### src/rtl/intc_pkg.sv
package intc_pkg;
   localparam int LVL_W  = 3;
   localparam int PRI_W  = 3;
   localparam int RANK_W = 4;
   localparam int CR_W   = LVL_W + PRI_W;
   typedef logic [LVL_W-1:0]  lvl_t;
   typedef logic [PRI_W-1:0]  pri_t;
   typedef logic [RANK_W-1:0] rank_t;
endpackage

### src/rtl/intc_regs.sv
module intc_regs
   import intc_pkg::*;
#(
   parameter int NUM_SRC   = 64,
   parameter int NUM_FIXED = 7,
   parameter int DW        = 32,
   parameter int AW        = 7
) (
   input  logic                   clk,
   input  logic                   rst_n,
   input  logic                   bus_we,
   input  logic [AW-1:0]          bus_addr,
   input  logic [DW-1:0]          bus_wdata,
   output logic [DW-1:0]          bus_rdata,
   output lvl_t [NUM_SRC-1:0]     src_lvl,
   output pri_t [NUM_SRC-1:0]     src_pri,
   output logic [NUM_SRC-1:0]     mask_q
);
   localparam int MASK_WORDS = NUM_SRC / DW;
   localparam int SRC_W      = $clog2(NUM_SRC);

   logic [NUM_SRC-1:0][CR_W-1:0] cr_rd;

   // per-source control storage: hardwired sources hold no flops
   for (genvar n = 0; n < NUM_SRC; n++) begin : g_src
      if (n <= NUM_FIXED) begin : g_fix
         assign src_lvl[n] = LVL_W'(n);
         assign src_pri[n] = '0;
         assign cr_rd[n]   = '0;
      end else begin : g_prog
         logic [CR_W-1:0] cr_q;
         always_ff @(posedge clk or negedge rst_n) begin
            if (!rst_n)
               cr_q <= '0;
            else if (bus_we && bus_addr == AW'(n))
               cr_q <= bus_wdata[CR_W-1:0];
         end
         assign src_lvl[n] = cr_q[CR_W-1:PRI_W];
         assign src_pri[n] = cr_q[PRI_W-1:0];
         assign cr_rd[n]   = cr_q;
      end
   end

   // mask words, all bits set at reset
   for (genvar w = 0; w < MASK_WORDS; w++) begin : g_mask
      always_ff @(posedge clk or negedge rst_n) begin
         if (!rst_n)
            mask_q[w*DW +: DW] <= '1;
         else if (bus_we && bus_addr == AW'(NUM_SRC + w))
            mask_q[w*DW +: DW] <= bus_wdata;
      end
   end

   always_comb begin
      bus_rdata = '0;
      if (bus_addr < AW'(NUM_SRC))
         bus_rdata[CR_W-1:0] = cr_rd[bus_addr[SRC_W-1:0]];
      for (int w = 0; w < MASK_WORDS; w++)
         if (bus_addr == AW'(NUM_SRC + w))
            bus_rdata = mask_q[w*DW +: DW];
   end
endmodule

### src/rtl/intc_recog.sv
module intc_recog
   import intc_pkg::*;
#(
   parameter int NUM_SRC   = 64,
   parameter int NUM_FIXED = 7,
   parameter int NUM_LVL   = 7
) (
   input  logic [NUM_SRC-1:0]     req_i,
   input  logic [NUM_SRC-1:0]     mask_q,
   input  lvl_t [NUM_SRC-1:0]     src_lvl,
   input  pri_t [NUM_SRC-1:0]     src_pri,
   output logic [NUM_SRC-1:0]     act,
   output rank_t [NUM_SRC-1:0]    rank,
   output logic [NUM_LVL:1]       irq_d
);
   // slot rank: upper half of priorities sits above the fixed middle slot
   localparam int    UPPER    = 1 << (PRI_W - 1);
   localparam rank_t MID_RANK = RANK_W'(UPPER);

   for (genvar n = 0; n < NUM_SRC; n++) begin : g_src
      if (n == 0) begin : g_none
         assign act[n]  = 1'b0;
         assign rank[n] = '0;
      end else if (n <= NUM_FIXED) begin : g_fix
         assign act[n]  = req_i[n] & ~mask_q[n];
         assign rank[n] = MID_RANK;
      end else begin : g_prog
         assign act[n]  = req_i[n] & ~mask_q[n] & (src_lvl[n] != '0);
         assign rank[n] = (src_pri[n] >= PRI_W'(UPPER)) ?
                          RANK_W'(src_pri[n]) + RANK_W'(1) : RANK_W'(src_pri[n]);
      end
   end

   always_comb begin
      irq_d = '0;
      for (int l = 1; l <= NUM_LVL; l++)
         for (int n = 1; n < NUM_SRC; n++)
            if (act[n] && src_lvl[n] == LVL_W'(l))
               irq_d[l] = 1'b1;
   end
endmodule

### src/rtl/intc_arb.sv
module intc_arb
   import intc_pkg::*;
#(
   parameter int NUM_SRC = 64,
   parameter int SRC_W   = 6
) (
   input  logic [NUM_SRC-1:0]  act,
   input  lvl_t [NUM_SRC-1:0]  src_lvl,
   input  rank_t [NUM_SRC-1:0] rank,
   input  lvl_t                lvl_sel,
   output logic                hit,
   output logic [SRC_W-1:0]    win_src
);
   rank_t best;

   // descending scan with >= leaves the lowest number among equal ranks
   always_comb begin
      hit     = 1'b0;
      win_src = '0;
      best    = '0;
      for (int n = NUM_SRC - 1; n >= 1; n--) begin
         if (lvl_sel != '0 && act[n] && src_lvl[n] == lvl_sel &&
             (!hit || rank[n] >= best)) begin
            hit     = 1'b1;
            best    = rank[n];
            win_src = SRC_W'(n);
         end
      end
   end
endmodule

### src/rtl/lvl_prio_intc.sv
module lvl_prio_intc
   import intc_pkg::*;
#(
   parameter int NUM_SRC   = 64,
   parameter int NUM_FIXED = 7,
   parameter int NUM_LVL   = 7,
   parameter int DW        = 32,
   parameter int VEC_W     = 8,
   parameter int VEC_BASE  = 64,
   parameter int SPUR_VEC  = 24,
   localparam int SRC_W    = $clog2(NUM_SRC),
   localparam int AW       = $clog2(NUM_SRC + NUM_SRC / DW)
) (
   input  logic               clk,
   input  logic               rst_n,
   input  logic [NUM_SRC-1:0] req_i,
   input  logic               bus_we,
   input  logic [AW-1:0]      bus_addr,
   input  logic [DW-1:0]      bus_wdata,
   output logic [DW-1:0]      bus_rdata,
   input  logic               ack_i,
   input  logic [LVL_W-1:0]   ack_lvl_i,
   output logic [NUM_LVL:1]   irq_lvl_o,
   output logic               ack_vld_o,
   output logic [SRC_W-1:0]   ack_src_o,
   output logic [VEC_W-1:0]   ack_vec_o
);
   if (NUM_SRC % DW != 0) begin : g_bad_dw
      $error("NUM_SRC must be a multiple of DW");
   end
   if (NUM_FIXED != NUM_LVL || NUM_LVL >= (1 << LVL_W)) begin : g_bad_lvl
      $error("one hardwired source per level, levels must fit the level field");
   end
   if (VEC_BASE + NUM_SRC > (1 << VEC_W) || SPUR_VEC >= (1 << VEC_W)) begin : g_bad_vec
      $error("vectors do not fit VEC_W");
   end

   lvl_t  [NUM_SRC-1:0] src_lvl;
   pri_t  [NUM_SRC-1:0] src_pri;
   rank_t [NUM_SRC-1:0] rank;
   logic  [NUM_SRC-1:0] mask_q;
   logic  [NUM_SRC-1:0] act;
   logic  [NUM_LVL:1]   irq_d;
   logic                hit;
   logic  [SRC_W-1:0]   win_src;

   intc_regs #(.NUM_SRC(NUM_SRC), .NUM_FIXED(NUM_FIXED), .DW(DW), .AW(AW)) u_regs (
      .clk(clk), .rst_n(rst_n), .bus_we(bus_we), .bus_addr(bus_addr),
      .bus_wdata(bus_wdata), .bus_rdata(bus_rdata),
      .src_lvl(src_lvl), .src_pri(src_pri), .mask_q(mask_q));

   intc_recog #(.NUM_SRC(NUM_SRC), .NUM_FIXED(NUM_FIXED), .NUM_LVL(NUM_LVL)) u_recog (
      .req_i(req_i), .mask_q(mask_q), .src_lvl(src_lvl), .src_pri(src_pri),
      .act(act), .rank(rank), .irq_d(irq_d));

   intc_arb #(.NUM_SRC(NUM_SRC), .SRC_W(SRC_W)) u_arb (
      .act(act), .src_lvl(src_lvl), .rank(rank), .lvl_sel(ack_lvl_i),
      .hit(hit), .win_src(win_src));

   always_ff @(posedge clk or negedge rst_n) begin
      if (!rst_n) begin
         irq_lvl_o <= '0;
         ack_vld_o <= 1'b0;
         ack_src_o <= '0;
         ack_vec_o <= VEC_W'(SPUR_VEC);
      end else begin
         irq_lvl_o <= irq_d;
         ack_vld_o <= ack_i;
         if (ack_i) begin
            ack_src_o <= hit ? win_src : '0;
            ack_vec_o <= hit ? VEC_W'(VEC_BASE) + VEC_W'(win_src) : VEC_W'(SPUR_VEC);
         end
      end
   end
endmodule

### config.mk
export PLATFORM = sky130hd
export DESIGN_NAME = lvl_prio_intc
export DESIGN_NICKNAME = d
export VERILOG_FILES = /design/src/rtl/intc_pkg.sv /design/src/rtl/intc_regs.sv /design/src/rtl/intc_recog.sv /design/src/rtl/intc_arb.sv /design/src/rtl/lvl_prio_intc.sv
export SDC_FILE = /design/constraint.sdc
export NUM_CORES = 2
export LEC_CHECK = 0
export BUFFER_PORTS_ARGS = -buffer_cell sky130_fd_sc_hd__buf_2
export CORE_ASPECT_RATIO = 0.6
export CORE_UTILIZATION = 40
export DETAILED_ROUTE_END_ITERATION = 16
export PLACE_DENSITY = 0.67
export REMOVE_ABC_BUFFERS = 1
export SYNTH_ARGS = -nofsm -noshare
export SYNTH_HDL_FRONTEND = slang
export SYNTH_SLANG_ARGS = --single-unit
export TNS_END_PERCENT = 10
### constraint.sdc
create_clock -name clk -period 113.8 [get_ports clk]
set_input_delay 11.38 -clock clk [delete_from_list [all_inputs] [get_ports clk]]
set_output_delay 11.38 -clock clk [all_outputs]
set_load 0.005 [all_outputs]
## After elaboration in Yosys (flattened, before gate mapping)

Cells that the tools add are included.

| word-level totals | value |
|---|---|
| output and inout bits | 54 |
| logic and storage cells | 2403 |
| bits in registers | 422 |

| operators by class | value |
|---|---|
| add/sub/neg operators | 57 |
| bitwise gates (word level) | 182 |
| magnitude comparators | 120 |
| mux-type cells | 650 |
| eq/ne operators | 513 |
| reductions and logical operators | 819 |

Operator list:

| operator | number |
|---|---|
| $eq A3 B3 Y1 const B | 224 |
| $logic_and A1 B1 Y1 | 638 |
| $mux W4 | 118 |
| $mux W1 | 462 |
| $mux W6 | 66 |
| $eq A3 B2 Y1 const B | 112 |
| $add A3 B1 Y4 const B | 56 |
| $eq A7 B6 Y1 const B | 32 |
| $ge A4 B4 Y1 | 55 |
| $reduce_bool A3 Y1 | 57 |
| $eq A3 B1 Y1 const B | 56 |
| $eq A3 B3 Y1 | 56 |
| $ge A3 B3 Y1 const B | 56 |
| $and A1 B1 Y1 | 119 |
| $eq A7 B5 Y1 const B | 16 |
| $mux W32 | 2 |
| $not A1 Y1 | 63 |
| $logic_not A1 Y1 | 62 |
| $logic_or A1 B1 Y1 | 62 |
| $eq A7 B4 Y1 const B | 8 |
| $bmux W6 S6 | 1 |
| $ge A3 B4 Y1 const A | 7 |
| $eq A7 B7 Y1 const B | 2 |
| $eq A3 B3 Y1 const A | 4 |
| other kinds (6) | 7 |

## Logic depth before layout (Yosys ltp)

| logic depth | value |
|---|---|
| depth in word-level cells | 256 |
| mapped depth | 539 |
| gate-level depth less buffers | 504 |

## Cells and area by module

From an unflattened synthesis, not the netlist that was laid out.

| unflattened totals | value |
|---|---|
| cell total of the unflattened synthesis | 5139 |
| area total of the unflattened synthesis | 44308.7 um^2 |

Modules (own cells, without submodules):

| module | area an instance (um^2) | cells an instance | times used |
|---|---|---|---|
| intc_regs | 18854.3 | 1317 | 1 |
| intc_arb | 15946.5 | 2408 | 1 |
| intc_recog | 8886.0 | 1363 | 1 |
| lvl_prio_intc | 621.8 | 51 | 1 |

## Worst setup path after synthesis

No wires, ideal clock.

| path | value |
|---|---|
| kind | input to register |
| start | input port ack_lvl_i[2] |
| end | register ack_src_o[3] |
| stages | 508 |
| data required time | 113.664 ns |
| arrival time | 95.925 ns |
| path slack | 17.739 ns |
| setup time | 0.136 ns |
| path buffers | 36 |
| path through | buf_2 -> o21bai_4 -> buf_4 -> o21bai_1 -> nand2_1 -> or3_1 -> ha_1 -> nand2_1 -> o21ai_1 -> a211oi_1 -> or2_2 -> ha_1 -> nand2b_1 -> a211o_1 -> a21oi_1 -> a21oi_1 -> o31ai_1 -> inv_1 -> [472 not listed] -> a21o_1 -> clkbuf_1 -> and2_1 -> a31oi_1 -> nand2_1 -> inv_1 -> ha_1 -> nand2b_1 -> a21o_1 -> a21o_1 -> a21oi_1 -> nand2_1 -> nand2_1 -> nand2_2 -> o32ai_2 -> a21oi_4 -> o21ai_1 -> o22ai_1 |

| on the way | value |
|---|---|
| word-level cells in the longest chain between the ends | 253 |
| elaborated cells between the ends (all ways) | 627 |
| classes of those cells | order compare: 62; eq/ne: 63; mux: 189; reduce/logical: 313 |

RTL lines:

| element | line | text |
|---|---|---|
| from (decl) | lvl_prio_intc.sv:22 | `input logic [LVL_W-1:0] ack_lvl_i,` |
| $reduce_bool A3 Y1 | intc_arb.sv:22 | `if (lvl_sel != '0 && act[n] && src_lvl[n] == lvl_sel &&` |
| $logic_and A1 B1 Y1 (2 in a row) | intc_arb.sv:22 |  |
| $mux W4 or $mux W1 (tied branches) | intc_arb.sv:22 |  |
| $ge A4 B4 Y1 or $logic_not A1 Y1 (tied branches) | intc_arb.sv:23 | `(!hit \|\| rank[n] >= best)) begin` |
| $logic_or A1 B1 Y1 | intc_arb.sv:23 |  |
| $logic_and A1 B1 Y1 | intc_arb.sv:22 |  |
| $mux W4 or $mux W1 (tied branches) | intc_arb.sv:22 |  |
| $ge A4 B4 Y1 or $logic_not A1 Y1 (tied branches) | intc_arb.sv:23 |  |
| [236 not listed] | -- |  |
| $logic_or A1 B1 Y1 | intc_arb.sv:23 |  |
| $logic_and A1 B1 Y1 | intc_arb.sv:22 |  |
| $mux W4 or $mux W1 (tied branches) | intc_arb.sv:22 |  |
| $ge A3 B4 Y1 or $logic_not A1 Y1 (tied branches) | intc_arb.sv:23 |  |
| $logic_or A1 B1 Y1 | intc_arb.sv:23 |  |
| $logic_and A1 B1 Y1 | intc_arb.sv:22 |  |
| $mux W6 or $mux W1 (tied branches) | intc_arb.sv:22 |  |
| $mux W6 * | lvl_prio_intc.sv:70 | `ack_src_o <= hit ? win_src : '0;` |
| to (signal assigned) | lvl_prio_intc.sv:70 |  |
| to (decl) | lvl_prio_intc.sv:25 | `output logic [SRC_W-1:0] ack_src_o,` |

Mark *: on every way between the ends. The rest lies on a longest branch, timed or not.
A chain may end at the register's enable or synchronous reset.

## Final worst setup path

| path | value |
|---|---|
| start | input port ack_lvl_i[2] |
| end | register ack_vec_o[4] |

| on the way | value |
|---|---|
| word-level cells in the longest chain between the ends | 254 |
| elaborated cells between the ends (all ways) | 628 |
| classes of those cells | add/sub: 1; order compare: 62; eq/ne: 63; mux: 189; reduce/logical: 313 |

RTL lines:

| element | line | text |
|---|---|---|
| $reduce_bool A3 Y1 | intc_arb.sv:22 |  |
| $logic_and A1 B1 Y1 (2 in a row) | intc_arb.sv:22 |  |
| $mux W4 or $mux W1 (tied branches) | intc_arb.sv:22 |  |
| $ge A4 B4 Y1 or $logic_not A1 Y1 (tied branches) | intc_arb.sv:23 |  |
| $logic_or A1 B1 Y1 | intc_arb.sv:23 |  |
| $logic_and A1 B1 Y1 | intc_arb.sv:22 |  |
| $mux W4 or $mux W1 (tied branches) | intc_arb.sv:22 |  |
| $ge A4 B4 Y1 or $logic_not A1 Y1 (tied branches) | intc_arb.sv:23 |  |
| [237 not listed] | -- |  |
| $logic_and A1 B1 Y1 | intc_arb.sv:22 |  |
| $mux W4 or $mux W1 (tied branches) | intc_arb.sv:22 |  |
| $ge A3 B4 Y1 or $logic_not A1 Y1 (tied branches) | intc_arb.sv:23 |  |
| $logic_or A1 B1 Y1 | intc_arb.sv:23 |  |
| $logic_and A1 B1 Y1 | intc_arb.sv:22 |  |
| $mux W6 | intc_arb.sv:22 |  |
| $add A7 B6 Y8 | lvl_prio_intc.sv:71 | `ack_vec_o <= hit ? VEC_W'(VEC_BASE) + VEC_W'(win_src) : VEC_W'(SPUR_VEC);` |
| $mux W8 * | lvl_prio_intc.sv:71 |  |
| to (signal assigned) | lvl_prio_intc.sv:65 | `ack_vec_o <= VEC_W'(SPUR_VEC);` |
| to (signal assigned) | lvl_prio_intc.sv:71 |  |
| to (decl) | lvl_prio_intc.sv:26 | `output logic [VEC_W-1:0] ack_vec_o` |

Marked as above.

==> out/results.ini <==
[setup_path]
cp.depth=487
crit_path_top_delay_cell=a221oi_2
arrival_ns=108.78
rr_endpoint=ack_vec_o[4]$_DFFE_PN1P_
rr_startpoint=u_regs.g_src[63].g_prog.cr_q[3]$_DFFE_PN0P_
crit_path_frequent_cell=a21o_1
reg2regPathDepth=485
crit_family=compound AO/OA/AOI/OAI gates
max_stage_delay_ns=0.59
path_buf_inv=28
critical_path.max_fanout=20
required_ns=114.34
timing.reg2reg.setup_slack_ns=16.03
worst_setup_path_start_kind=input pin
end_kind=register
critPathKind=in2reg

[grt]
antenna_found_initial=27
grt_pass1_wl_mm=286
first_global_vias=36400
gr-usage-all-layers_pct=38.9
grt_max_degree=152
overflow=0

[clock_network]
cts_tree=built
postCtsHoldBufs=0
clkTransAtPathRegs_ns=0.07
cts_buffers=46
clk_root_buffer_cell=clkbuf_16
clk_latency_ns=0.65
cts_setup_buffers=0
h-tree-depth=2
clockBufferDepth=3
cts.repair.resized=0
numClockSinks=417

[place]
dpl_cell_area_um2=43500
gp_congestion=1.08
portBuffers=161
dp_hpwl_mm=167

[logic_synthesis]
synthCells=4681
synth_ff_type=dfrtp_1
synth_seq_cells=417
syn_avg_cell_area_um2=8.76
ys_warn_count=0
synthArstFlopShare_pct=100
synth_seq_area_share_pct=25.7
synth_cell_type_count=119
synth_edf_count=0
synth_area_um2=41000

[drt]
vias=39900
firstDrtPassIters=9
routed_via_density=6.48
routed_wl_mm=207
wl_per_cell_um=33.5
ant_nets=0
drtIter0Drc=5745
drcViolationCount=0

[sta]
drv_slew=0
finalHoldViolCount=0
period_share_pct=95.1
tns_ns=0
slew_headroom_pct=0.502
holdWs_ns=0.507
skew_ns=0.0294
max_freq_ghz=0.00924
final-setup-viol-count=0
tightest_slew_ns=1.48
fin_crit_ns=108.24

[cells_and_area]
mostFrequentLayoutCells=435 x nand2_1, 351 x dfrtp_1, 336 x mux2_2
nNetsFinal=5219
drive_above_1_share_pct=21.7
final_common_cell=nand2_1
areaGrowthSynthToFinish_pct=10.8
fin_area_um2=45400
post-route-util_pct=45.0

[die]
coreArea_um2=101000
initial_core_util_pct=40.6
die_h_um=250
rows=90
die_x_um=415
io_pins=164
dieArea_um2=104000

[min_path]
whs_endpoint=ack_vec_o[3]$_DFFE_PN1P_
holdCritStartpoint=ack_vec_o[3]$_DFFE_PN1P_
hold_class=reg2reg
hold_depth=2

[flow_run]
cap_violations=1

[power_and_ir_drop]
p_leak_nw=20.6
ir_worst_vdd_v=0.0000105
power_density_nw_per_um2=16.2

[run_status]
violations=max-capacitance violations
status=finished, violations left

sequential cells by signal, indices dropped and copies added, names as in the netlist:
| signal | count |
|---|---|
| ack_src_o | 5 |
| ack_vec_o | 4 |
| ack_vld_o | 1 |
| irq_lvl_o | 7 |
| u_regs.g_src.g_prog.cr_q | 336 |
| u_regs.mask_q | 64 |
worst reg2reg max path, delay by kind of cell (launching register included):
family                     cells  cell delay (ns)
muxes                          4             1.06
buffers and inverters         26             3.50
AOI/OAI and AO/OA            267            55.66
and+or+nand+nor              133            21.44
DFF                            1             0.61
adders and majority gates     55            15.34
per-stage QoR:
| stage | setup slack [ns] | cells | power (W) |
|---|---|---|---|
| after CTS | 2.73 | 6148 | 0.000722 |
| final | 5.56 | 6161 | 0.000737 |
| after global placement | 3.57 | 6063 | 0.000540 |
| after global routing | -0.152 | 6152 | 0.000777 |
| after detailed placement | 2.61 | 6063 | 0.000547 |
| after floorplan | 18.05 | 4413 | 0.000406 |
power by group:
part | leakage, nW | total (W) | switching [W] | internal, W
Clock | 0.827 | 0.000173 | 0.0000743 | 0.0000988
Combinational | 14.7 | 0.000365 | 0.000212 | 0.000153
Sequential | 5.08 | 0.000199 | 0.0000343 | 0.000165
Total | 20.6 | 0.000737 | 0.000320 | 0.000417
cells in the mapped netlist (102+ instances only):
| library cell | number | area, µm² |
|---|---|---|
| xor2_1 | 107 | 937 |
| dfrtp_1 | 351 | 8780 |
| clkbuf_1 | 195 | 732 |
| a21oi_1 | 167 | 836 |
| nor2_1 | 296 | 1110 |
| inv_1 | 255 | 957 |
| ha_1 | 332 | 4150 |
| mux2_2 | 336 | 3780 |
| mux4_2 | 102 | 2300 |
| o21ai_0 | 281 | 1410 |
| nor3_1 | 127 | 636 |
| nand2b_1 | 190 | 1190 |
| nand2_1 | 439 | 1650 |
| a21o_1 | 143 | 1070 |
routing by layer:
layer / GRT usage [%] / up-vias / wire (µm)
met5: 1.10 / - / 230
met4: 9.28 / 12 / 5460
met3: 15.4 / 239 / 29400
met2: 47.2 / 2430 / 73200
met1: 60.9 / 20000 / 98400
li1: - / 17300 / -
kinds of logic after synthesis:
logic type | count (synthesis) | synth area share (%)
AO/OA/AOI/OAI | 1103 | 18.7
multiplexers | 468 | 15.6
AND/OR/NAND/NOR | 1669 | 21.2
buffers and inverters | 523 | 5.19
other | 1 | 0.00915
XOR/XNOR | 168 | 3.59
adder cells (fa/ha/maj) | 332 | 10.1
flip-flops | 417 | 25.7
how the worst max path moves through the flow:
stage | endpoint | startpoint | slack [ns]
global route | ack_vec_o[4]$_DFFE_PN1P_ | ack_lvl_i[2] | -0.15
finish | ack_vec_o[4]$_DFFE_PN1P_ | ack_lvl_i[2] | 5.56
detailed placement | ack_vec_o[4]$_DFFE_PN1P_ | ack_lvl_i[2] | 2.61
floorplan | ack_src_o[3]$_DFFE_PN0P_ | ack_lvl_i[2] | 18.05
global placement | ack_src_o[1]$_DFFE_PN0P_ | ack_lvl_i[2] | 3.57
CTS | ack_vec_o[4]$_DFFE_PN1P_ | ack_lvl_i[2] | 2.73
final cells by class:
type	instances	area, µm²
fill	9840	55600
inverter	255	957
antenna	13	32.5
clock buffer	60	1360
sequential	417	10500
clock inverter	25	319
timing repair buffer	316	2020
multi-input combinational	3741	28600
tap	1334	1670
Power figures use the tool's default switching activity.
